### src/rtl/idd_loop_pkg.sv
package idd_loop_pkg;
  typedef enum logic [2:0] {K_NOP, K_ACT, K_RD, K_RDA, K_PRE} kind_e;

  localparam logic [2:0] CMD_ACT = 3'b011;
  localparam logic [2:0] CMD_RD  = 3'b101;
  localparam logic [2:0] CMD_PRE = 3'b010;
  localparam logic [2:0] CMD_NOP = 3'b111;

  // alternating ones: half of any even width
  localparam logic [63:0] ALT_MASK64 = 64'h5555_5555_5555_5555;

  function automatic logic [2:0] kind_to_cmd(kind_e k);
    case (k)
      K_ACT:        return CMD_ACT;
      K_RD, K_RDA:  return CMD_RD;
      K_PRE:        return CMD_PRE;
      default:      return CMD_NOP;
    endcase
  endfunction
endpackage

### src/rtl/idd_loop_cfg.sv
module idd_loop_cfg #(
  parameter int unsigned CNT_W    = 5,
  parameter int unsigned DEF_TRCD = 2,
  parameter int unsigned DEF_TRAS = 5,
  parameter int unsigned DEF_TRC  = 10
) (
  input  logic             clk_i,
  input  logic             rst_ni,
  input  logic             we_i,
  input  logic             idle_i,
  input  logic [CNT_W-1:0] trcd_i,
  input  logic [CNT_W-1:0] tras_i,
  input  logic [CNT_W-1:0] trc_i,
  input  logic             bl4_i,
  output logic [CNT_W-1:0] trcd_o,
  output logic [CNT_W-1:0] tras_o,
  output logic [CNT_W-1:0] trc_o,
  output logic             bl4_o
);
  logic valid;

  assign valid = (trcd_i != '0) && (trcd_i < tras_i) && (tras_i < trc_i);

  always_ff @(posedge clk_i or negedge rst_ni) begin
    if (!rst_ni) begin
      trcd_o <= CNT_W'(DEF_TRCD);
      tras_o <= CNT_W'(DEF_TRAS);
      trc_o  <= CNT_W'(DEF_TRC);
      bl4_o  <= 1'b0;
    end else if (we_i && idle_i && valid) begin
      trcd_o <= trcd_i;
      tras_o <= tras_i;
      trc_o  <= trc_i;
      bl4_o  <= bl4_i;
    end
  end
endmodule

### src/rtl/idd_loop_lfsr.sv
module idd_loop_lfsr #(
  parameter int unsigned W      = 13,
  parameter logic [W-1:0] TAPS  = 13'h100D,
  parameter logic [W-1:0] SEED  = 13'h1ACE
) (
  input  logic         clk_i,
  input  logic         rst_ni,
  input  logic         step_i,
  output logic [W-1:0] state_o
);
  logic fb;

  assign fb = ^(state_o & TAPS);

  always_ff @(posedge clk_i or negedge rst_ni) begin
    if (!rst_ni)     state_o <= SEED;
    else if (step_i) state_o <= {state_o[W-2:0], fb};
  end
endmodule

### src/rtl/idd_loop_slot.sv
module idd_loop_slot
  import idd_loop_pkg::*;
#(
  parameter int unsigned CNT_W  = 5,
  parameter int unsigned BANK_W = 2,
  parameter int unsigned NBANK  = 4,
  parameter int unsigned RRD    = 2,
  parameter int unsigned TRCD4  = 3
) (
  input  logic              mode_i,
  input  logic [CNT_W-1:0]  slot_i,
  input  logic [CNT_W-1:0]  trcd_i,
  input  logic [CNT_W-1:0]  tras_i,
  output kind_e             kind_o,
  output logic [BANK_W-1:0] bank_o
);
  always_comb begin
    kind_o = K_NOP;
    bank_o = '0;
    if (!mode_i) begin
      if (slot_i == '0)          kind_o = K_ACT;
      else if (slot_i == trcd_i) kind_o = K_RD;
      else if (slot_i == tras_i) kind_o = K_PRE;
    end else begin
      for (int b = 0; b < NBANK; b++) begin
        if (slot_i == CNT_W'(b * RRD)) begin
          kind_o = K_ACT;
          bank_o = BANK_W'(b);
        end
        if (slot_i == CNT_W'(b * RRD + TRCD4)) begin
          kind_o = K_RDA;
          bank_o = BANK_W'(b);
        end
      end
    end
  end
endmodule

### src/rtl/idd_loop_seq.sv
module idd_loop_seq
  import idd_loop_pkg::*;
#(
  parameter int unsigned ADDR_W    = 13,
  parameter int unsigned DATA_W    = 16,
  parameter int unsigned BANK_W    = 2,
  parameter int unsigned CNT_W     = 5,
  parameter int unsigned AP_BIT    = 10,
  parameter int unsigned NBANK     = 4,
  parameter int unsigned RRD       = 2,
  parameter int unsigned TRCD4     = 3,
  parameter logic [ADDR_W-1:0] LFSR_TAPS = 13'h100D,
  parameter logic [ADDR_W-1:0] LFSR_SEED = 13'h1ACE,
  parameter logic [DATA_W-1:0] DATA_SEED = '0
) (
  input  logic              clk_i,
  input  logic              rst_ni,
  input  logic              start_i,
  input  logic              mode_i,
  input  logic              cfg_we_i,
  input  logic [CNT_W-1:0]  cfg_trcd_i,
  input  logic [CNT_W-1:0]  cfg_tras_i,
  input  logic [CNT_W-1:0]  cfg_trc_i,
  input  logic              cfg_bl4_i,
  output logic              busy_o,
  output logic              bl4_o,
  output logic [2:0]        cmd_o,
  output logic [BANK_W-1:0] bank_o,
  output logic [ADDR_W-1:0] addr_o,
  output logic [DATA_W-1:0] wdata_o
);
  localparam int unsigned FOUR_LEN = (NBANK - 1) * RRD + TRCD4 + 1;
  localparam logic [ADDR_W-1:0] AP_MASK   = ADDR_W'(1) << AP_BIT;
  localparam logic [DATA_W-1:0] DATA_MASK = DATA_W'(ALT_MASK64);

  logic              busy_q, mode_q;
  logic [CNT_W-1:0]  slot_q;
  logic [ADDR_W-1:0] last_addr_q;
  logic [BANK_W-1:0] last_bank_q;
  logic [DATA_W-1:0] data_q;
  logic [CNT_W-1:0]  trcd, tras, trc;
  logic [ADDR_W-1:0] loop_addr;
  logic [BANK_W-1:0] slot_bank;
  kind_e             slot_kind, kind;
  logic              loop_last;

  idd_loop_cfg #(.CNT_W(CNT_W)) u_cfg (
    .clk_i  (clk_i),
    .rst_ni (rst_ni),
    .we_i   (cfg_we_i),
    .idle_i (!busy_q),
    .trcd_i (cfg_trcd_i),
    .tras_i (cfg_tras_i),
    .trc_i  (cfg_trc_i),
    .bl4_i  (cfg_bl4_i),
    .trcd_o (trcd),
    .tras_o (tras),
    .trc_o  (trc),
    .bl4_o  (bl4_o)
  );

  idd_loop_lfsr #(.W(ADDR_W), .TAPS(LFSR_TAPS), .SEED(LFSR_SEED)) u_lfsr (
    .clk_i   (clk_i),
    .rst_ni  (rst_ni),
    .step_i  (busy_q && loop_last),
    .state_o (loop_addr)
  );

  idd_loop_slot #(
    .CNT_W(CNT_W), .BANK_W(BANK_W), .NBANK(NBANK), .RRD(RRD), .TRCD4(TRCD4)
  ) u_slot (
    .mode_i (mode_q),
    .slot_i (slot_q),
    .trcd_i (trcd),
    .tras_i (tras),
    .kind_o (slot_kind),
    .bank_o (slot_bank)
  );

  assign loop_last = mode_q ? (slot_q == CNT_W'(FOUR_LEN - 1))
                            : (slot_q == trc - CNT_W'(1));
  assign kind      = busy_q ? slot_kind : K_NOP;
  assign cmd_o     = kind_to_cmd(kind);
  assign busy_o    = busy_q;
  assign wdata_o   = data_q;

  always_comb begin
    bank_o = slot_bank;
    unique case (kind)
      K_ACT:        addr_o = loop_addr;
      K_RD, K_PRE:  addr_o = loop_addr & ~AP_MASK;
      K_RDA:        addr_o = loop_addr | AP_MASK;
      default: begin
        // single-bank NOPs toggle the pins, otherwise hold
        addr_o = (busy_q && !mode_q) ? ~last_addr_q : last_addr_q;
        bank_o = last_bank_q;
      end
    endcase
  end

  always_ff @(posedge clk_i or negedge rst_ni) begin
    if (!rst_ni) begin
      busy_q      <= 1'b0;
      mode_q      <= 1'b0;
      slot_q      <= '0;
      last_addr_q <= '0;
      last_bank_q <= '0;
      data_q      <= DATA_SEED;
    end else begin
      last_addr_q <= addr_o;
      last_bank_q <= bank_o;
      if (kind == K_RD || kind == K_RDA) data_q <= data_q ^ DATA_MASK;
      if (busy_q) begin
        if (loop_last) begin
          slot_q <= '0;
          busy_q <= start_i;
        end else begin
          slot_q <= slot_q + CNT_W'(1);
        end
      end else if (start_i) begin
        busy_q <= 1'b1;
        slot_q <= '0;
        mode_q <= mode_i;
      end
    end
  end
endmodule

### config.mk
export PLATFORM = sky130hd
export DESIGN_NAME = idd_loop_seq
export DESIGN_NICKNAME = d
export VERILOG_FILES = /design/src/rtl/idd_loop_pkg.sv /design/src/rtl/idd_loop_cfg.sv /design/src/rtl/idd_loop_lfsr.sv /design/src/rtl/idd_loop_slot.sv /design/src/rtl/idd_loop_seq.sv
export SDC_FILE = /design/constraint.sdc
export NUM_CORES = 1
export LEC_CHECK = 0
export BUFFER_PORTS_ARGS = -buffer_cell sky130_fd_sc_hd__clkbuf_2
export CAP_MARGIN = 20
export CORE_AREA = 5 5 63 121
export CTS_CLUSTER_SIZE = 12
export DETAILED_ROUTE_END_ITERATION = 6
export DIE_AREA = 0 0 68 126
export PLACE_DENSITY = 0.75
export RECOVER_POWER = 50
export SLEW_MARGIN = 20
export SYNTH_ARGS = -nofsm -noshare
export SYNTH_HDL_FRONTEND = slang
export SYNTH_SLANG_ARGS = --single-unit
### constraint.sdc
create_clock -name clk_i -period 2.3 [get_ports clk_i]
set_input_delay 0.115 -clock clk_i [delete_from_list [all_inputs] [get_ports clk_i]]
set_output_delay 0.115 -clock clk_i [all_outputs]
set_load 0.1 [all_outputs]
==> impl.org <==
** Run status
- Run status :: complete, but fails checks
- Violated checks :: negative setup slack

** Global routing
- The first global-routing pass estimated 11400 um of wire.
- The number of antenna violations at the first check in global routing was 0.
- Combined global-route utilization of all metal layers :: 0.183
- Vias in the first global route :: about 2.4k
- Largest net degree at the start of global routing :: 38
- Summed over all layers, the global routing overflow is 0.

** Clock network
- For this design, the sink count on the clock tree is 59.
- Clk root buf :: clkbuf_16
- Counting along the longest clock path gives a buffer depth of 2.
- Clock-pin slew on the worst setup and hold paths :: ~50 ps
- Later-pin clock latency in the skew report :: 330 ps
- In this run the number of H-tree levels came out at 3.
- CTS tree :: done
- The number of clock buffers added by TritonCTS is 9.

** Synthesis
- The synthesized design spends more area on one cell type than any other, namely dfrtp_1.
- Yosys instantiated no cell more often than dfrtp_1.
- After synthesis, the share of flip-flops with an asynchronous set or reset is 1.00.
- Cell area after technology mapping :: ~3200 um^2
- The most used flip-flop cell after synthesis is dfrtp_1.
- In the post-synthesis netlist, the biggest area contributors are dfrtp_1 (36%), dfstp_2 (11%), xnor2_1 (8.4%), mux2_1 (5.9%), mux2_2 (5.2%).
- The share of the Yosys chip area taken by registers is 0.462.
- The share of synthesized area in the top cell type comes to 0.356.
- After technology mapping, the gate count stands at 268.
- The synthesized design contains 0 enable-type register cells.
- Ranked by instance count, the synthesized netlist is headed by dfrtp_1 (46), xnor2_1 (31), mux2_1 (17), mux2_2 (15), inv_1 (14).
- Count of warnings emitted by yosys :: 0
- Register bit count reported by yosys :: 59
- Post-synthesis area per instance :: between 10 and 15 um^2
- Unique masters post-synth :: 51

** STA
- Min cycle time layout :: 2700 ps
- The number of max-slew violations in the final report is 0.
- In the finished design, the share of the clock period the worst path needs comes to 1.17.
- Setup violators final :: 18
- Remaining max-slew budget at the tightest pin :: 0.174
- Clock skew after layout :: approximately 3.8 ps
- Final critical-path setup slack :: -397 ps
- The tightest hold path in the finished design has a slack of 14.3 ps.
- Worst Tran Pin Value :: 1240 ps
- The number of failing hold endpoints at the final stage is 0.
- Setup repair after global routing could not meet its margin everywhere.
- Derived from the worst setup path, the maximum achievable clock frequency is 371 MHz.

** Final layout
- Compared with the post-synthesis result, the final layout area differs by 36.1%.
- Number of antenna diodes :: 0
- In the final layout, flip-flops and latches occupy between 1000 and 1500 um^2.
- Nets :: between 300 and 400
- Multi-input gate area in the final layout :: 1690 um^2
- For this run, the share of the core covered by cells in the final layout is 0.670.
- Share of final-layout standard cells stronger than drive strength 1 :: 0.438
- FILL cells :: between 500 and 600
- Post-layout instance count excluding filler cells :: roughly 440

** Setup path
- Worst r2r dst :: last_addr_q[11]$_DFF_PN0_
- Launch instance of the worst register-to-register path :: slot_q[1]$_DFFE_PN0P_
- For the worst setup path, the data required time is 2180 ps.
- The worst register-to-register path has a setup slack of -10 ps.
- STA classifies the critical path startpoint as a flip-flop.
- The setup path with the least slack is of type flip-flop to output port.
- Start point of the critical path :: slot_q[1]$_DFFE_PN0P_
- Critical Path End Type :: output port
- In this run the worst path has a maximum fanout of 8.
- At the worst endpoint, the arrival time is 2580 ps.
- The critical path ends at bank_o[1].
- Counting cells, the worst reg-to-reg path comes to 10.

** Place
- After detailed placement, the design holds a cell count of 413.
- Buffers placed on the I/O ports in this run total 48.
- The wire-length estimate of the detail-placed layout is 5280 um.
- At the end of routability-driven placement, the weighted congestion stood at between 0.8 and 0.9.
- OpenSTA, run right after detailed placement, puts the worst setup slack at -139 ps.

** Floorplan
- Ports placed on the boundary :: between 50 and 60
- Number of rows in the core area :: 42
- Measured along the x axis, the die boundary spans just under 70 um.
- The total area inside the core boundary comes to 6570 um^2.
- The initial utilization of the core area, before any placement, comes to 0.492.
- The die covers 8570 um^2.
- From bottom edge to top edge, the die measures about 130 um.

** Drt
- In this run, the number of DRC markers left after iteration 0 of detailed routing was 74.
- Dividing the detail-routed wire length by the instance count gives around 16 um.
- Before antenna repair, the detailed router went through 4 iterations.
- After detailed routing, the number of vias per cell comes to a little over 5.
- For this block, the via count after detailed routing is 2223.
- In the routed design, unresolved DRC markers number 0.
- After detailed routing, the total wire length is 7080 um.
- Count of antenna-violating nets left after detailed routing :: 0

** Hold path
- Hold Crit Class :: primary input to flip-flop

** Run
- Max-cap violations in this run came to 0.
area by class of cell:
class,count,share of cell area
well taps,88,0.0250
clock buffers,15,0.0654
multi-input cells,181,0.383
inverters,15,0.0134
flip-flops and latches,59,0.340
repair buffers,76,0.172
clock inverters,1,0.00114
per-stage QoR:
step                instance area (um^2)  setup TNS (ps)
CTS                                 4390           -6230
global route                        4400           -7090
finish                              4400           -5980
floorplan                           3350          -10920
global placement                    4000            -417
detailed placement                  4000           -1970
logic make-up after synthesis:
family / count (synthesis) / share of synthesized area
adders and majority gates: 13 / 0.0503
and+or+nand+nor: 47 / 0.0902
buffers and inverters: 35 / 0.0635
DFF: 59 / 0.462
AOI/OAI and AO/OA: 29 / 0.0631
muxes: 42 / 0.156
other: 1 / 0.00116
xor gates and xnor gates: 42 / 0.114
worst min path at each step:
| stage | to | slack, ps | start | depth (start not counted) |
|---|---|---|---|---|
| floorplan | busy_o$_DFF_PN0_ | -180 | rst_ni | 0 |
| global route | u_cfg.trc_o[2]$_DFFE_PN0P_ | 10 | cfg_trc_i[2] | 2 |
| finish | u_cfg.trc_o[1]$_DFFE_PN1P_ | 10 | cfg_trc_i[1] | 3 |
| CTS | u_cfg.trc_o[2]$_DFFE_PN0P_ | 6 | cfg_trc_i[2] | 2 |
| global placement | last_addr_q[7]$_DFF_PN0_ | 150 | rst_ni | 1 |
| detailed placement | last_addr_q[7]$_DFF_PN0_ | 160 | rst_ni | 1 |
layout by cell type (no fill, tap or decap), types with 3 or more instances in the layout:
| cell type | netlist | routed |
|---|---|---|
| clkbuf_16 | 0 | 9 |
| xor2_1 | 11 | 11 |
| buf_4 | 10 | 20 |
| a21oi_1 | 4 | 3 |
| clkbuf_1 | 1 | 7 |
| nand2b_1 | 6 | 6 |
| clkbuf_8 | 0 | 4 |
| nand3_1 | 4 | 4 |
| xnor2_1 | 31 | 31 |
| conb_1 | 1 | 8 |
| mux2_2 | 15 | 15 |
| o21ai_0 | 6 | 5 |
| inv_1 | 14 | 12 |
| nor2_1 | 9 | 6 |
| buf_12 | 0 | 20 |
| dfstp_2 | 13 | 13 |
| clkbuf_2 | 1 | 25 |
| nand2_1 | 10 | 9 |
| dfrtp_1 | 46 | 44 |
| mux2_4 | 9 | 14 |
| ha_1 | 13 | 11 |
| mux2_1 | 17 | 12 |
| buf_6 | 4 | 4 |
| nor3_2 | 2 | 3 |
critical path, stage by stage, from the launching register on:
cell and delay, ps:
dfrtp_2 450, inv_4 80, ha_4 150, or3b_4 400, nor2_4 90, nor2_2 60, a21oi_2 160, and3_4 230
buf_12 140, mux2_4 320, buf_12 170
sequential cells by signal (all words and copies together) (netlist names):
signal	count
busy_o	1
last_addr_q	13
last_bank_q	2
mode_q	1
slot_q	5
u_cfg.bl4_o	1
u_cfg.tras_o	5
u_cfg.trc_o	5
u_cfg.trcd_o	5
u_lfsr.state_o	13
wdata_o	8
repair_timing:
| item | 4_1_cts | 5_1_grt |
|---|---|---|
| setup endpoints to repair | 17 | 50 |
| buffers inserted | 4 | 3 |
| hold buffers | 1 | 0 |
| gates resized for setup | 12 | 11 |
| endpoints found under the hold margin | 18 | 0 |
| pin swaps | 5 | 7 |
routing by layer:
metal / up-vias / share of wire / wire length (um) / GRT usage
li1: 1046 / - / - / -
met1: 1109 / 0.34 / 2390 / 0.179
met2: 51 / 0.59 / 4150 / 0.327
met3: 17 / 0.038 / 272 / 0.0508
met4: 0 / 0.038 / 266 / 0.103
met5: - / 0 / 0 / 0
Power is left out: the tool's default activity adds up to more than one toggle a clock period on the data nets, which glitch-free logic cannot reach.
